File: config.mk
export PLATFORM = sky130hd
export DESIGN_NAME = spiRegIf
export DESIGN_NICKNAME = d
export VERILOG_FILES = /design/src/rtl/spiRegPkg.sv /design/src/rtl/spiRegCtrl.sv /design/src/rtl/spiRegData.sv /design/src/rtl/spiRegIf.sv
export SDC_FILE = /design/constraint.sdc
export NUM_CORES = 1
export LEC_CHECK = 0
export CAP_MARGIN = 20
export CORE_AREA = 5 5 50 60
export DETAILED_ROUTE_END_ITERATION = 8
export DIE_AREA = 0 0 55 65
export PLACE_DENSITY = 0.88
export SYNTH_ARGS = -nofsm -noshare
export SYNTH_HDL_FRONTEND = slang
export SYNTH_SLANG_ARGS = --single-unit
File: constraint.sdc
create_clock -name clk -period 3.3 [get_ports clk]
set_clock_uncertainty 0.2 [all_clocks]
set_input_delay 0.99 -clock clk [delete_from_list [all_inputs] [get_ports clk]]
set_output_delay 0.99 -clock clk [all_outputs]
set_load 0.05 [all_outputs]
File: src/rtl/spiRegPkg.sv
package spiRegPkg;
  localparam int ADDR_W = 2;

  localparam logic [ADDR_W-1:0] ADDR_STATUS = 2'd0;
  localparam logic [ADDR_W-1:0] ADDR_DATA   = 2'd1;
  localparam logic [ADDR_W-1:0] ADDR_CTRL1  = 2'd2;

  localparam int ST_RXFULL  = 7;
  localparam int ST_TXEMPTY = 5;
  localparam int ST_MODF    = 4;

  typedef struct packed {
    logic txWrite;
    logic rxCapture;
  } ctlStrobe_t;
endpackage

File: src/rtl/spiRegCtrl.sv
module spiRegCtrl
  import spiRegPkg::*;
(
  input  logic              clk,
  input  logic              rstN,
  input  logic [ADDR_W-1:0] busAddr,
  input  logic              busRd,
  input  logic              busWr,
  input  logic              loadAck,
  input  logic              xferDone,
  input  logic              ssN,
  input  logic              mstrEn,
  input  logic              modfEn,
  input  logic              ssOutEn,
  output ctlStrobe_t        strobe,
  output logic              loadReq,
  output logic              txEmpty,
  output logic              rxFull,
  output logic              modeFault
);
  logic statusRd, dataRd, dataWr, ctrlWr, anyAccess;
  logic txArm, rxArm, modfArm;
  logic txAccept, rxClear, modfClear, faultNow, rxTake;

  assign statusRd  = busRd && (busAddr == ADDR_STATUS);
  assign dataRd    = busRd && (busAddr == ADDR_DATA);
  assign dataWr    = busWr && (busAddr == ADDR_DATA);
  assign ctrlWr    = busWr && (busAddr == ADDR_CTRL1);
  assign anyAccess = busRd || busWr;

  assign txAccept  = dataWr && txArm;
  assign rxClear   = dataRd && rxArm;
  assign modfClear = ctrlWr && modfArm;
  assign faultNow  = mstrEn && modfEn && !ssOutEn && !ssN;
  assign rxTake    = xferDone && (!rxFull || rxClear);

  assign loadReq          = !txEmpty;
  assign strobe.txWrite   = txAccept;
  assign strobe.rxCapture = rxTake;

  // clear-sequence arming: a status read samples each flag, anything else disarms
  always_ff @(posedge clk or negedge rstN) begin
    if (!rstN) begin
      txArm   <= 1'b0;
      rxArm   <= 1'b0;
      modfArm <= 1'b0;
    end else if (statusRd) begin
      txArm   <= txEmpty;
      rxArm   <= rxFull;
      modfArm <= modeFault;
    end else if (anyAccess) begin
      txArm   <= 1'b0;
      rxArm   <= 1'b0;
      modfArm <= 1'b0;
    end
  end

  always_ff @(posedge clk or negedge rstN) begin
    if (!rstN) begin
      txEmpty <= 1'b1;
    end else if (txAccept) begin
      txEmpty <= 1'b0;
    end else if (loadReq && loadAck) begin
      txEmpty <= 1'b1;
    end
  end

  always_ff @(posedge clk or negedge rstN) begin
    if (!rstN) begin
      rxFull <= 1'b0;
    end else if (rxTake) begin
      rxFull <= 1'b1;
    end else if (rxClear) begin
      rxFull <= 1'b0;
    end
  end

  always_ff @(posedge clk or negedge rstN) begin
    if (!rstN) begin
      modeFault <= 1'b0;
    end else if (faultNow) begin
      modeFault <= 1'b1;
    end else if (modfClear) begin
      modeFault <= 1'b0;
    end
  end
endmodule

File: src/rtl/spiRegData.sv
module spiRegData
  import spiRegPkg::*;
#(
  parameter int DATA_W = 8
) (
  input  logic              clk,
  input  logic              rstN,
  input  ctlStrobe_t        strobe,
  input  logic [ADDR_W-1:0] busAddr,
  input  logic [DATA_W-1:0] busWdata,
  input  logic [DATA_W-1:0] rxByte,
  input  logic              txEmpty,
  input  logic              rxFull,
  input  logic              modeFault,
  output logic [DATA_W-1:0] busRdata,
  output logic [DATA_W-1:0] loadByte,
  output logic [DATA_W-1:0] rxHold
);
  logic [DATA_W-1:0] txBuf, rxBuf, statusWord;

  always_ff @(posedge clk or negedge rstN) begin
    if (!rstN) begin
      txBuf <= '0;
    end else if (strobe.txWrite) begin
      txBuf <= busWdata;
    end
  end

  always_ff @(posedge clk or negedge rstN) begin
    if (!rstN) begin
      rxBuf <= '0;
    end else if (strobe.rxCapture) begin
      rxBuf <= rxByte;
    end
  end

  always_comb begin
    statusWord             = '0;
    statusWord[ST_RXFULL]  = rxFull;
    statusWord[ST_TXEMPTY] = txEmpty;
    statusWord[ST_MODF]    = modeFault;
  end

  always_comb begin
    unique case (busAddr)
      ADDR_STATUS: busRdata = statusWord;
      ADDR_DATA:   busRdata = rxBuf;
      default:     busRdata = '0;
    endcase
  end

  assign loadByte = txBuf;
  assign rxHold   = rxBuf;
endmodule

File: src/rtl/spiRegIf.sv
module spiRegIf
  import spiRegPkg::*;
#(
  parameter int DATA_W = 8
) (
  input  logic              clk,
  input  logic              rstN,
  input  logic [1:0]        busAddr,
  input  logic              busRd,
  input  logic              busWr,
  input  logic [DATA_W-1:0] busWdata,
  output logic [DATA_W-1:0] busRdata,
  output logic              loadReq,
  input  logic              loadAck,
  output logic [DATA_W-1:0] loadByte,
  input  logic              xferDone,
  input  logic [DATA_W-1:0] rxByte,
  input  logic              ssN,
  input  logic              mstrEn,
  input  logic              modfEn,
  input  logic              ssOutEn
);
  ctlStrobe_t        strobe;
  logic              txEmpty, rxFull, modeFault;
  logic [DATA_W-1:0] rxHold;

  spiRegCtrl u_ctrl (
    .clk(clk), .rstN(rstN), .busAddr(busAddr), .busRd(busRd), .busWr(busWr),
    .loadAck(loadAck), .xferDone(xferDone), .ssN(ssN), .mstrEn(mstrEn),
    .modfEn(modfEn), .ssOutEn(ssOutEn), .strobe(strobe), .loadReq(loadReq),
    .txEmpty(txEmpty), .rxFull(rxFull), .modeFault(modeFault)
  );

  spiRegData #(.DATA_W(DATA_W)) u_data (
    .clk(clk), .rstN(rstN), .strobe(strobe), .busAddr(busAddr),
    .busWdata(busWdata), .rxByte(rxByte), .txEmpty(txEmpty), .rxFull(rxFull),
    .modeFault(modeFault), .busRdata(busRdata), .loadByte(loadByte),
    .rxHold(rxHold)
  );
endmodule

==> out/results.txt, run 1 <==
Cell taking the most area after synthesis: dfrtp_1
Initial core utilization: 39.8%
Worst-path clk slew: 0.11 ns
Fmax: 306 MHz
CTS Root Cell: clkbuf_4
DRC viols: 0
Antenna-violating nets left: 0
Vias in the first global route: 901
Core Area: 2430 sq um
Critical path buffer and inverter count: 2
Layout cells sized above 1: 38.0%
Hold Path End: u_data.loadByte[2]$_DFFE_PN0P_
HP Start: u_data.loadByte[2]$_DFFE_PN0P_
DRT Pass-1 Iters: 3
Most frequent cell after synthesis: dfrtp_1
Crit path cell chain: clkdlybuf4s50_1 > and2b_2 > and2_1 > buf_12
Period Utilization, post-route: 98.9%
Clk_lat worst skew: 0.30 ns
Worst R2R Path Depth: 3
DIE AREA: 3580 sq um
Post-route insts no fill: 154
Placer Congestion: 0.727
Initial antenna violation count: 0
Register area share after synthesis: 57.1%
Synth unique cells: 19
Clock Path Buffers: 2
Site Rows: 20
Delay-heaviest family, CP: buffers and inverters
First-pass GRT wire length: 3860 microns
Endpoints failing setup: 0
Slew headroom: 55.5%
Die Ht: 65 microns
Status: completed
Worst Hold Class: register to register
Hold Fails Final Rpt: 0
Worst Hold Depth: 1
Yosys reg bits: 22
Synth warnings: 0
Top cells by area, synth: dfrtp_1, mux2_2, and2_1
Worst-margin pin slew: 0.665 ns
Post-route cell area: 1670 sq um
Average size of a mapped cell: 14.4 sq um
GRT Total Usage: 14.9%
Share of the synthesized area in the top cell type: 54.4%
CTS HTree Levels: 1
PD cells: 556 nW/um^2
Ys async rst share: 100%
DP Area: 1560 sq um
Largest net degree at the start of global routing: 17
Mapped Area: 966 sq um
Syn_nets: 95
Worst Setup Start Kind: input pin
Worst r2r dst: u_data.rxHold[1]$_DFFE_PN0P_
I/O pin count: 45
Area delta synth->final: 72.5%
RSZ-0062 raised after global routing: true
Routed wire per std cell: 14.9 microns
Highest-delay cell along the critical path: clkdlybuf4s50_1
Critical path arrival: 2.08 ns
IO buf count: 44
CP max stage delay: 0.48 ns
WL final: 2290 microns
Placed instance count: 148
Slew Viols, Final: 0
Clk sinks: 22
Crit path max fanout: 6
Pleak: 0.723 nW
Fillers: 171
CP required: 2.11 ns
HPWL after DPL: 1830 microns
Total Power: 0.000927 W
Cells after Synth: 67
Max Cap Viol: 0
Via density: 4.77
Crit end category: output port
CTS tree: yes
Worst setup path class: input pin to output port
Inserted Clock Buffers: 3
Via count: 735
Worst r2r src: u_ctrl.rxArm$_DFFE_PN0P_
Maximum vdd drop: 0.000446 V
Most used flip-flop cell after synthesis: dfrtp_1
Period minus WS final: 3.27 ns
Post-synth EDFFs: 0
Final net count: 150
Die width: 55 microns
# diodes: 0
Total congestion overflow: 0
Starting DRT DRC Count: 4
Setup slack, reg-to-reg: 1.74 ns
Commonest cells in the netlist: dfrtp_1, mux2_2, nor2_1
per-stage QoR:
| stage | setup TNS, ns | utilization (%) | setup slack (ns) | hold WS [ns] |
|---|---|---|---|---|
| global placement | 0 | 64.2 | 0.0363 | 0.282 |
| floorplan | 0 | - | 0.207 | 0.272 |
| CTS | 0 | 67.7 | 0.00102 | 0.319 |
| global route | -0.0151 | 68.7 | -0.00617 | 0.341 |
| finish | 0 | 68.7 | 0.0347 | 0.316 |
| detailed placement | -0.00965 | 64.2 | -0.00965 | 0.293 |
cell families after synthesis:
kind of cell | synth area share, %
buffers and inverters | 1.17
AND/OR/NAND/NOR | 12.8
flip-flops | 57.1
multiplexers | 21.8
AO/OA/AOI/OAI | 7.12
registers in the layout, summed over array words and instances (netlist names):
name	count
u_ctrl.txArm	1
u_data.rxHold	8
u_ctrl.rxFull	1
u_data.loadByte	8
u_ctrl.modeFault	1
u_ctrl.modfArm	1
u_ctrl.txEmpty	1
u_ctrl.rxArm	1
repair_timing:
action                     CTS  global route
hold buffers                 0             0
setup buffers                1             1
setup endpoints to repair    2             8
resized for setup            6             4
gates cloned                 0             0
placed cells by master (no fill, tap or decap), types with 2 or more instances in the layout:
cell,synthesis,final
and2_1,5,3
nor2_2,0,2
mux2i_4,0,2
buf_12,0,8
clkdlybuf4s50_1,0,35
and2_4,0,2
nor2_1,6,4
mux2_2,16,16
dfrtp_1,21,21
clkbuf_4,0,3
buf_4,1,6
a32o_1,3,3
report_power, final:
| part | total, W | internal (W) | switching, W |
|---|---|---|---|
| combinational | 0.000364 | 0.000176 | 0.000188 |
| sequential | 0.000366 | 0.000329 | 0.0000369 |
| clock | 0.000197 | 0.000123 | 0.0000748 |
routing by layer:
metal | track usage (%) | up-vias | part of all wire (%)
li1 | - | 349 | -
met1 | 17.1 | 356 | 38
met2 | 25.1 | 28 | 52
met3 | 4.83 | 2 | 9.7
met4 | 5.47 | 0 | 1.0
met5 | 0 | - | 0
cell type report:
cell class              instances  area, sq um  area share, %
well taps                      33         41.3           2.48
flip-flops and latches         22          552           33.1
clock buffers                   3         22.5           1.35
repair buffers                 51          579           34.8
multi-input cells              43          438           26.3
inverters                       1         3.75          0.225
clock inverters                 1         30.0           1.80
worst max-delay path by stage:
stage                     startpoint          end  cells past startpoint
final                     busAddr[1]  busRdata[3]                      4
after global routing      busAddr[1]  busRdata[3]                      4
after CTS                 busAddr[0]  busRdata[4]                      5
after detailed placement  busAddr[0]  busRdata[5]                      5
after global placement    busAddr[1]  busRdata[1]                      4
after floorplan           busAddr[0]  busRdata[7]                      3
(Power assumes the default switching activity.)
==> run 2, diff against run 1 <==
--- a/config.mk
+++ b/config.mk
@@ -7,6 +7,7 @@
 export LEC_CHECK = 0
 export CAP_MARGIN = 20
 export CORE_AREA = 5 5 50 60
+export CTS_CLUSTER_DIAMETER = 100
 export DETAILED_ROUTE_END_ITERATION = 8
 export DIE_AREA = 0 0 55 65
 export PLACE_DENSITY = 0.88
==> results of run 2 <==
Final layout, timing and power as in run 1 (identical DEF).
